==> src/rtl/irq_regs_pkg.sv <==
package irq_regs_pkg;
  localparam int EVT_W = 10;

  // Implemented event positions (bit 8 reserved)
  localparam logic [EVT_W-1:0] EVT_VALID = 10'h2FF;
  // Error class: NACK(2), RX overflow(5), TX overflow(6), RX underflow(7), arbitration lost(9)
  localparam logic [EVT_W-1:0] EVT_ERR   = 10'h2E4;

  typedef enum logic [1:0] {
    OFS_STATUS = 2'd0,
    OFS_MASK   = 2'd1,
    OFS_UNMASK = 2'd2,
    OFS_SETMSK = 2'd3
  } reg_ofs_e;
endpackage

==> src/rtl/irq_bus_decode.sv <==
module irq_bus_decode
  import irq_regs_pkg::*;
#(
  parameter int ADDR_W = 2,
  parameter int DATA_W = 32
) (
  input  logic              bus_sel,
  input  logic              bus_wr,
  input  logic [ADDR_W-1:0] bus_addr,
  input  logic [EVT_W-1:0]  status_q,
  input  logic [EVT_W-1:0]  mask_q,
  output logic              w1c_hit,
  output logic              unmask_hit,
  output logic              setmsk_hit,
  output logic [DATA_W-1:0] rd_data
);
  localparam int PAD_W = DATA_W - EVT_W;

  logic             wr_acc;
  logic             rd_acc;
  logic [EVT_W-1:0] rd_val;

  assign wr_acc = bus_sel &  bus_wr;
  assign rd_acc = bus_sel & ~bus_wr;

  always_comb begin
    w1c_hit    = 1'b0;
    unmask_hit = 1'b0;
    setmsk_hit = 1'b0;
    rd_val     = '0;
    case (bus_addr)
      ADDR_W'(OFS_STATUS): begin
        w1c_hit = wr_acc;
        if (rd_acc) rd_val = status_q;
      end
      ADDR_W'(OFS_MASK): begin
        if (rd_acc) rd_val = mask_q;
      end
      ADDR_W'(OFS_UNMASK): unmask_hit = wr_acc;
      ADDR_W'(OFS_SETMSK): setmsk_hit = wr_acc;
      default: ;
    endcase
  end

  assign rd_data = {{PAD_W{1'b0}}, rd_val};
endmodule

==> src/rtl/irq_status_bank.sv <==
module irq_status_bank
  import irq_regs_pkg::*;
(
  input  logic             clk,
  input  logic             rst_n,
  input  logic [EVT_W-1:0] evt_pulse,
  input  logic             w1c_hit,
  input  logic [EVT_W-1:0] wdata,
  output logic [EVT_W-1:0] status_q
);
  logic [EVT_W-1:0] set_v;
  logic [EVT_W-1:0] clr_v;
  logic [EVT_W-1:0] status_d;
  logic [EVT_W-1:0] bit_en;

  always_comb begin
    set_v    = evt_pulse & EVT_VALID;
    clr_v    = wdata & {EVT_W{w1c_hit}};
    // a new event wins over a simultaneous clear
    status_d = (set_v | (status_q & ~clr_v)) & EVT_VALID;
    bit_en   = set_v | clr_v;
  end

  for (genvar i = 0; i < EVT_W; i++) begin : g_bit
    always_ff @(posedge clk or negedge rst_n) begin
      if (!rst_n)         status_q[i] <= 1'b0;
      else if (bit_en[i]) status_q[i] <= status_d[i];
    end
  end

  assert_evt_sets_status_R2: assert property (@(posedge clk) disable iff (!rst_n)
    (evt_pulse != '0) |=> ((status_q & $past(evt_pulse & EVT_VALID)) == $past(evt_pulse & EVT_VALID)));

  assert_status_holds_R6: assert property (@(posedge clk) disable iff (!rst_n)
    !w1c_hit |=> ((status_q & $past(status_q)) == $past(status_q)));
endmodule

==> src/rtl/irq_mask_bank.sv <==
module irq_mask_bank
  import irq_regs_pkg::*;
(
  input  logic             clk,
  input  logic             rst_n,
  input  logic             unmask_hit,
  input  logic             setmsk_hit,
  input  logic [EVT_W-1:0] wdata,
  output logic [EVT_W-1:0] mask_q
);
  logic [EVT_W-1:0] mask_d;
  logic             mask_en;

  always_comb begin
    mask_en = unmask_hit | setmsk_hit;
    mask_d  = mask_q;
    if (setmsk_hit) mask_d = mask_d | wdata;
    if (unmask_hit) mask_d = mask_d & ~wdata;
    mask_d  = mask_d & EVT_VALID;
  end

  for (genvar i = 0; i < EVT_W; i++) begin : g_bit
    always_ff @(posedge clk or negedge rst_n) begin
      if (!rst_n)       mask_q[i] <= EVT_VALID[i];
      else if (mask_en) mask_q[i] <= mask_d[i];
    end
  end

  assert_unmask_clears_R4: assert property (@(posedge clk) disable iff (!rst_n)
    unmask_hit |=> ((mask_q & $past(wdata)) == '0));

  assert_setmask_sets_R5: assert property (@(posedge clk) disable iff (!rst_n)
    (setmsk_hit && !unmask_hit) |=>
      ((mask_q & $past(wdata & EVT_VALID)) == $past(wdata & EVT_VALID)));
endmodule

==> src/rtl/irq_event_regs.sv <==
module irq_event_regs
  import irq_regs_pkg::*;
#(
  parameter int ADDR_W = 2,
  parameter int DATA_W = 32
) (
  input  logic              clk,
  input  logic              rst_n,
  input  logic [EVT_W-1:0]  evt_pulse,
  input  logic              bus_sel,
  input  logic              bus_wr,
  input  logic [ADDR_W-1:0] bus_addr,
  input  logic [EVT_W-1:0]  bus_wdata,
  output logic [DATA_W-1:0] bus_rdata,
  output logic              irq,
  output logic              err_pend
);
  logic             rst_s1;
  logic             rst_sync_n;
  logic [EVT_W-1:0] status_q;
  logic [EVT_W-1:0] mask_q;
  logic             w1c_hit;
  logic             unmask_hit;
  logic             setmsk_hit;

  // asynchronous assertion, synchronous release
  always_ff @(posedge clk or negedge rst_n) begin
    if (!rst_n) begin
      rst_s1     <= 1'b0;
      rst_sync_n <= 1'b0;
    end else begin
      rst_s1     <= 1'b1;
      rst_sync_n <= rst_s1;
    end
  end

  irq_bus_decode #(.ADDR_W(ADDR_W), .DATA_W(DATA_W)) u_dec (
    .bus_sel    (bus_sel),
    .bus_wr     (bus_wr),
    .bus_addr   (bus_addr),
    .status_q   (status_q),
    .mask_q     (mask_q),
    .w1c_hit    (w1c_hit),
    .unmask_hit (unmask_hit),
    .setmsk_hit (setmsk_hit),
    .rd_data    (bus_rdata)
  );

  irq_status_bank u_stat (
    .clk       (clk),
    .rst_n     (rst_sync_n),
    .evt_pulse (evt_pulse),
    .w1c_hit   (w1c_hit),
    .wdata     (bus_wdata),
    .status_q  (status_q)
  );

  irq_mask_bank u_mask (
    .clk        (clk),
    .rst_n      (rst_sync_n),
    .unmask_hit (unmask_hit),
    .setmsk_hit (setmsk_hit),
    .wdata      (bus_wdata),
    .mask_q     (mask_q)
  );

  assign irq      = |(status_q & ~mask_q);
  assign err_pend = |(status_q & EVT_ERR);

  assert_irq_level_R8: assert property (@(posedge clk) disable iff (!rst_sync_n)
    (irq && !(bus_sel && bus_wr)) |=> irq);
endmodule

==> config.mk <==
export PLATFORM = sky130hd
export DESIGN_NAME = irq_event_regs
export DESIGN_NICKNAME = d
export VERILOG_FILES = /design/src/rtl/irq_regs_pkg.sv /design/src/rtl/irq_bus_decode.sv /design/src/rtl/irq_status_bank.sv /design/src/rtl/irq_mask_bank.sv /design/src/rtl/irq_event_regs.sv
export SDC_FILE = /design/constraint.sdc
export NUM_CORES = 1
export LEC_CHECK = 0
export ABC_CLOCK_PERIOD_IN_PS = 1600
export BUFFER_PORTS_ARGS = -buffer_cell sky130_fd_sc_hd__buf_2
export CAP_MARGIN = 20
export CORE_MARGIN = 4
export CORE_UTILIZATION = 45
export DETAILED_ROUTE_END_ITERATION = 10
export HOLD_SLACK_MARGIN = 0.15
export PLACE_DENSITY = 0.79
export SETUP_SLACK_MARGIN = 0.3
export SLEW_MARGIN = 40
export SYNTH_ARGS = -nofsm -noshare
export SYNTH_HDL_FRONTEND = slang
export SYNTH_SLANG_ARGS = --single-unit
==> constraint.sdc <==
create_clock -name clk -period 1.6 [get_ports clk]
set_clock_uncertainty 0.05 [all_clocks]
set_input_delay 0.32 -clock clk [delete_from_list [all_inputs] [get_ports clk]]
set_output_delay 0.32 -clock clk [all_outputs]
set_load 0.005 [all_outputs]
==> out/summary.txt <==
Status -> finished with violations
Failing checks -> negative setup slack
R2R Setup Slk -> 0.50 ns
Worst EP required -> 1.23 ns
Clock buffer count from CTS -> 3
Int Power -> 1.08 mW
CTS tree -> built
RSZ-0062 raised after global routing -> true
Vias in the first global route -> 978
Top-count cell post-synth -> buf_4
Switching power -> 377 uW
Power Dens Cells -> 832 mW/mm2
Synth top area share -> 0.225
First-pass GRT wire length -> 4370 um
Final setup vio count -> 3
Unique masters post-synth -> 24
Type of origin of the critical path -> register
GRT overflow -> 0
H-tree Lvls -> 1
Biggest area consumer among synthesized cells -> dfrtp_1
Worst-path fanout max -> 2
Number of enable flip-flop cells after synthesis -> 0
Register bit total from synthesis -> 20
Synth Warn # -> 0
Crit path cell chain -> inv_1 > a222oi_1 > nand3_1 > buf_2
VDD IR max -> 1.01 mV
Wirelength, routed -> 2770 um
Type of the worst setup path -> register to output port
Commonest cells in the netlist -> 24 x buf_4, 14 x nand2_1, 11 x dfrtp_1, 10 x nor2_1
Post-synthesis compound-gate area fraction -> 0.133
CTS Root Cell -> clkbuf_4
WL/cell -> 13.1 um
Synth Area in Simple Gates -> 0.130
IO buf count -> 34
Main area contributors after synthesis -> dfrtp_1 23%, dfstp_2 19%, buf_4 15%
Logic pwr share -> 0.278
I/O Pins -> 60
Number of core rows -> 18
Crit share post-route -> 1.17
Post-layout util -> 0.686
CP max stage delay -> 0.56 ns
Clk pin slew, worst setup/hold paths -> 0.12 ns
Vias -> 1,012
Hold Fails Final Rpt -> 0
Max cap viols -> 0
Post-synth ARST share -> 1.00
Share of layout cells above drive strength 1 -> 0.519
Setup crit end kind -> output port
Total Nets Final -> 208
Sequential Area -> 514 um2
Clk sink count -> 20
Core footprint -> 0.00254 mm2
Slew headroom -> 0.542
Die width -> 60.1 um
CP max-delay cell -> dfstp_2
Iteration-0 DRC count of the detailed router -> 23
Tot GR Track Use -> 0.162
Sequential area share after synthesis -> 0.419
Worst Tran Pin Value -> 0.687 ns
HP Class -> register to asynchronous set/reset pin
Synth Area in Adders -> 0
Sw Ratio -> 0.260
Largest net degree at the start of global routing -> 19
Clk Latency, worst-skew pair -> 0.29 ns
Antenna viol nets, final -> 0
Synth Area in XOR/XNOR -> 0
Ant diodes -> 0
Area Growth Syn to Fin -> 42.9%
Ys flop type -> dfrtp_1
Final WS setup -> -0.266 ns
Vias per cell -> 4.80
HPWL after DPL -> 1990 um
Multi-input gate area -> 711 um2
Main combinational cell family by area after synthesis -> buffers and inverters
Power, Total -> 1.45 mW
Final Wtd Congestion -> 0.804
Worst-case reg-to-reg path depth -> 4
Clk pwr share -> 0.278
Syn Std Cell Area -> 0.00122 mm2
Initial Util -> 0.480
Die height -> 60.1 um
DRC viols -> 0
Mapped Cells -> 124
DRT Pass-1 Iters -> 4
Fillers -> 204
Total die area -> 0.00361 mm2
Deepest clock path buffer count -> 2
P_leak -> 0.788 nW
Top achievable clock speed -> 536 MHz
Avg Inst Size Synth -> 9.86 um2
Post-synthesis mux area share -> 0.111
Slew Limit Fails -> 0
Initial antenna violation count -> 0
Arr. time, crit path -> 1.50 ns
Register share of total power -> 0.444
Period minus WS final -> 1.87 ns
-- metal layers --
metal / part of all wire / up-vias / global-route usage
met5: 0 / - / 0
li1: - / 488 / -
met1: 0.37 / 480 / 0.190
met2: 0.56 / 40 / 0.287
met4: 0.0083 / 0 / 0.0601
met3: 0.061 / 4 / 0.0324
-- power by group through the flow --
stage | registers (mW) | clock network [mW] | logic, mW
after floorplan | 0.637 | 0 | 0.239
after global placement | 0.640 | 0 | 0.282
final | 0.646 | 0.404 | 0.404
after CTS | 0.643 | 0.416 | 0.376
after global routing | 0.653 | 0.447 | 0.439
after detailed placement | 0.644 | 0 | 0.295
-- repair_timing --
item | 4_1_cts | 5_1_grt
setup endpoints to repair | 11 | 11
endpoints found under the hold margin | 10 | 1
pin swaps | 7 | 4
hold buffers | 9 | 1
buffers inserted | 1 | 3
cloned | 1 | 0
resized for setup | 19 | 7
-- path summary, 6_finish.rpt --
path / end
max: irq
min: u_stat.status_q[9]$_DFFE_PN0P_
max reg2reg: register
min reg2reg: u_stat.status_q[9]$_DFFE_PN0P_
max in group asynchronous: u_stat.status_q[7]$_DFFE_PN0P_
min in group clk: register
-- area by class of cell --
class | count | area share
Multi-Input combinational cell | 92 | 0.407
Sequential cell | 20 | 0.294
Timing Repair Buffer | 59 | 0.234
Tap cell | 30 | 0.0215
Clock inverter | 1 | 0.0172
Clock buffer | 3 | 0.0129
Inverter | 6 | 0.0129
-- cells in the final DEF, fill, tap and decap left out, drive strengths merged, types with 6 or more instances in the layout --
master	synthesis	routed
a21o	9	9
buf	29	49
dfstp	9	9
nor2	10	10
mux2i	9	9
dlygate4sd3	0	10
dfrtp	11	11
conb	2	24
nand2	14	14
inv	6	6
-- critical path, delay by kind of cell, from the launching register on --
family,cells,cell delay (ns)
AO/OA/AOI/OAI,1,0.30
buffers and inverters,2,0.20
flip-flops,1,0.56
AND/OR/NAND/NOR,1,0.13
-- per-stage QoR --
step                      setup TNS [ns]  area [um2]  hold WS (ns)  setup slack, ns  instances
after CTS                         -0.382        1690         0.156           -0.297        207
after global placement           -0.0807        1450        0.0544          -0.0789        192
after detailed placement          -0.127        1450        0.0570          -0.0660        192
after floorplan                        0        1400       -0.0256            0.212        146
final                             -0.445        1750         0.223           -0.266        211
after global routing              -0.721        1750         0.205           -0.348        211
-- cells by family after synthesis --
family / after synthesis
DFF: 20
muxes: 13
other: 2
and+or+nand+nor: 32
buffers and inverters: 35
AOI/OAI and AO/OA: 22
Power figures use the tool's default switching activity.
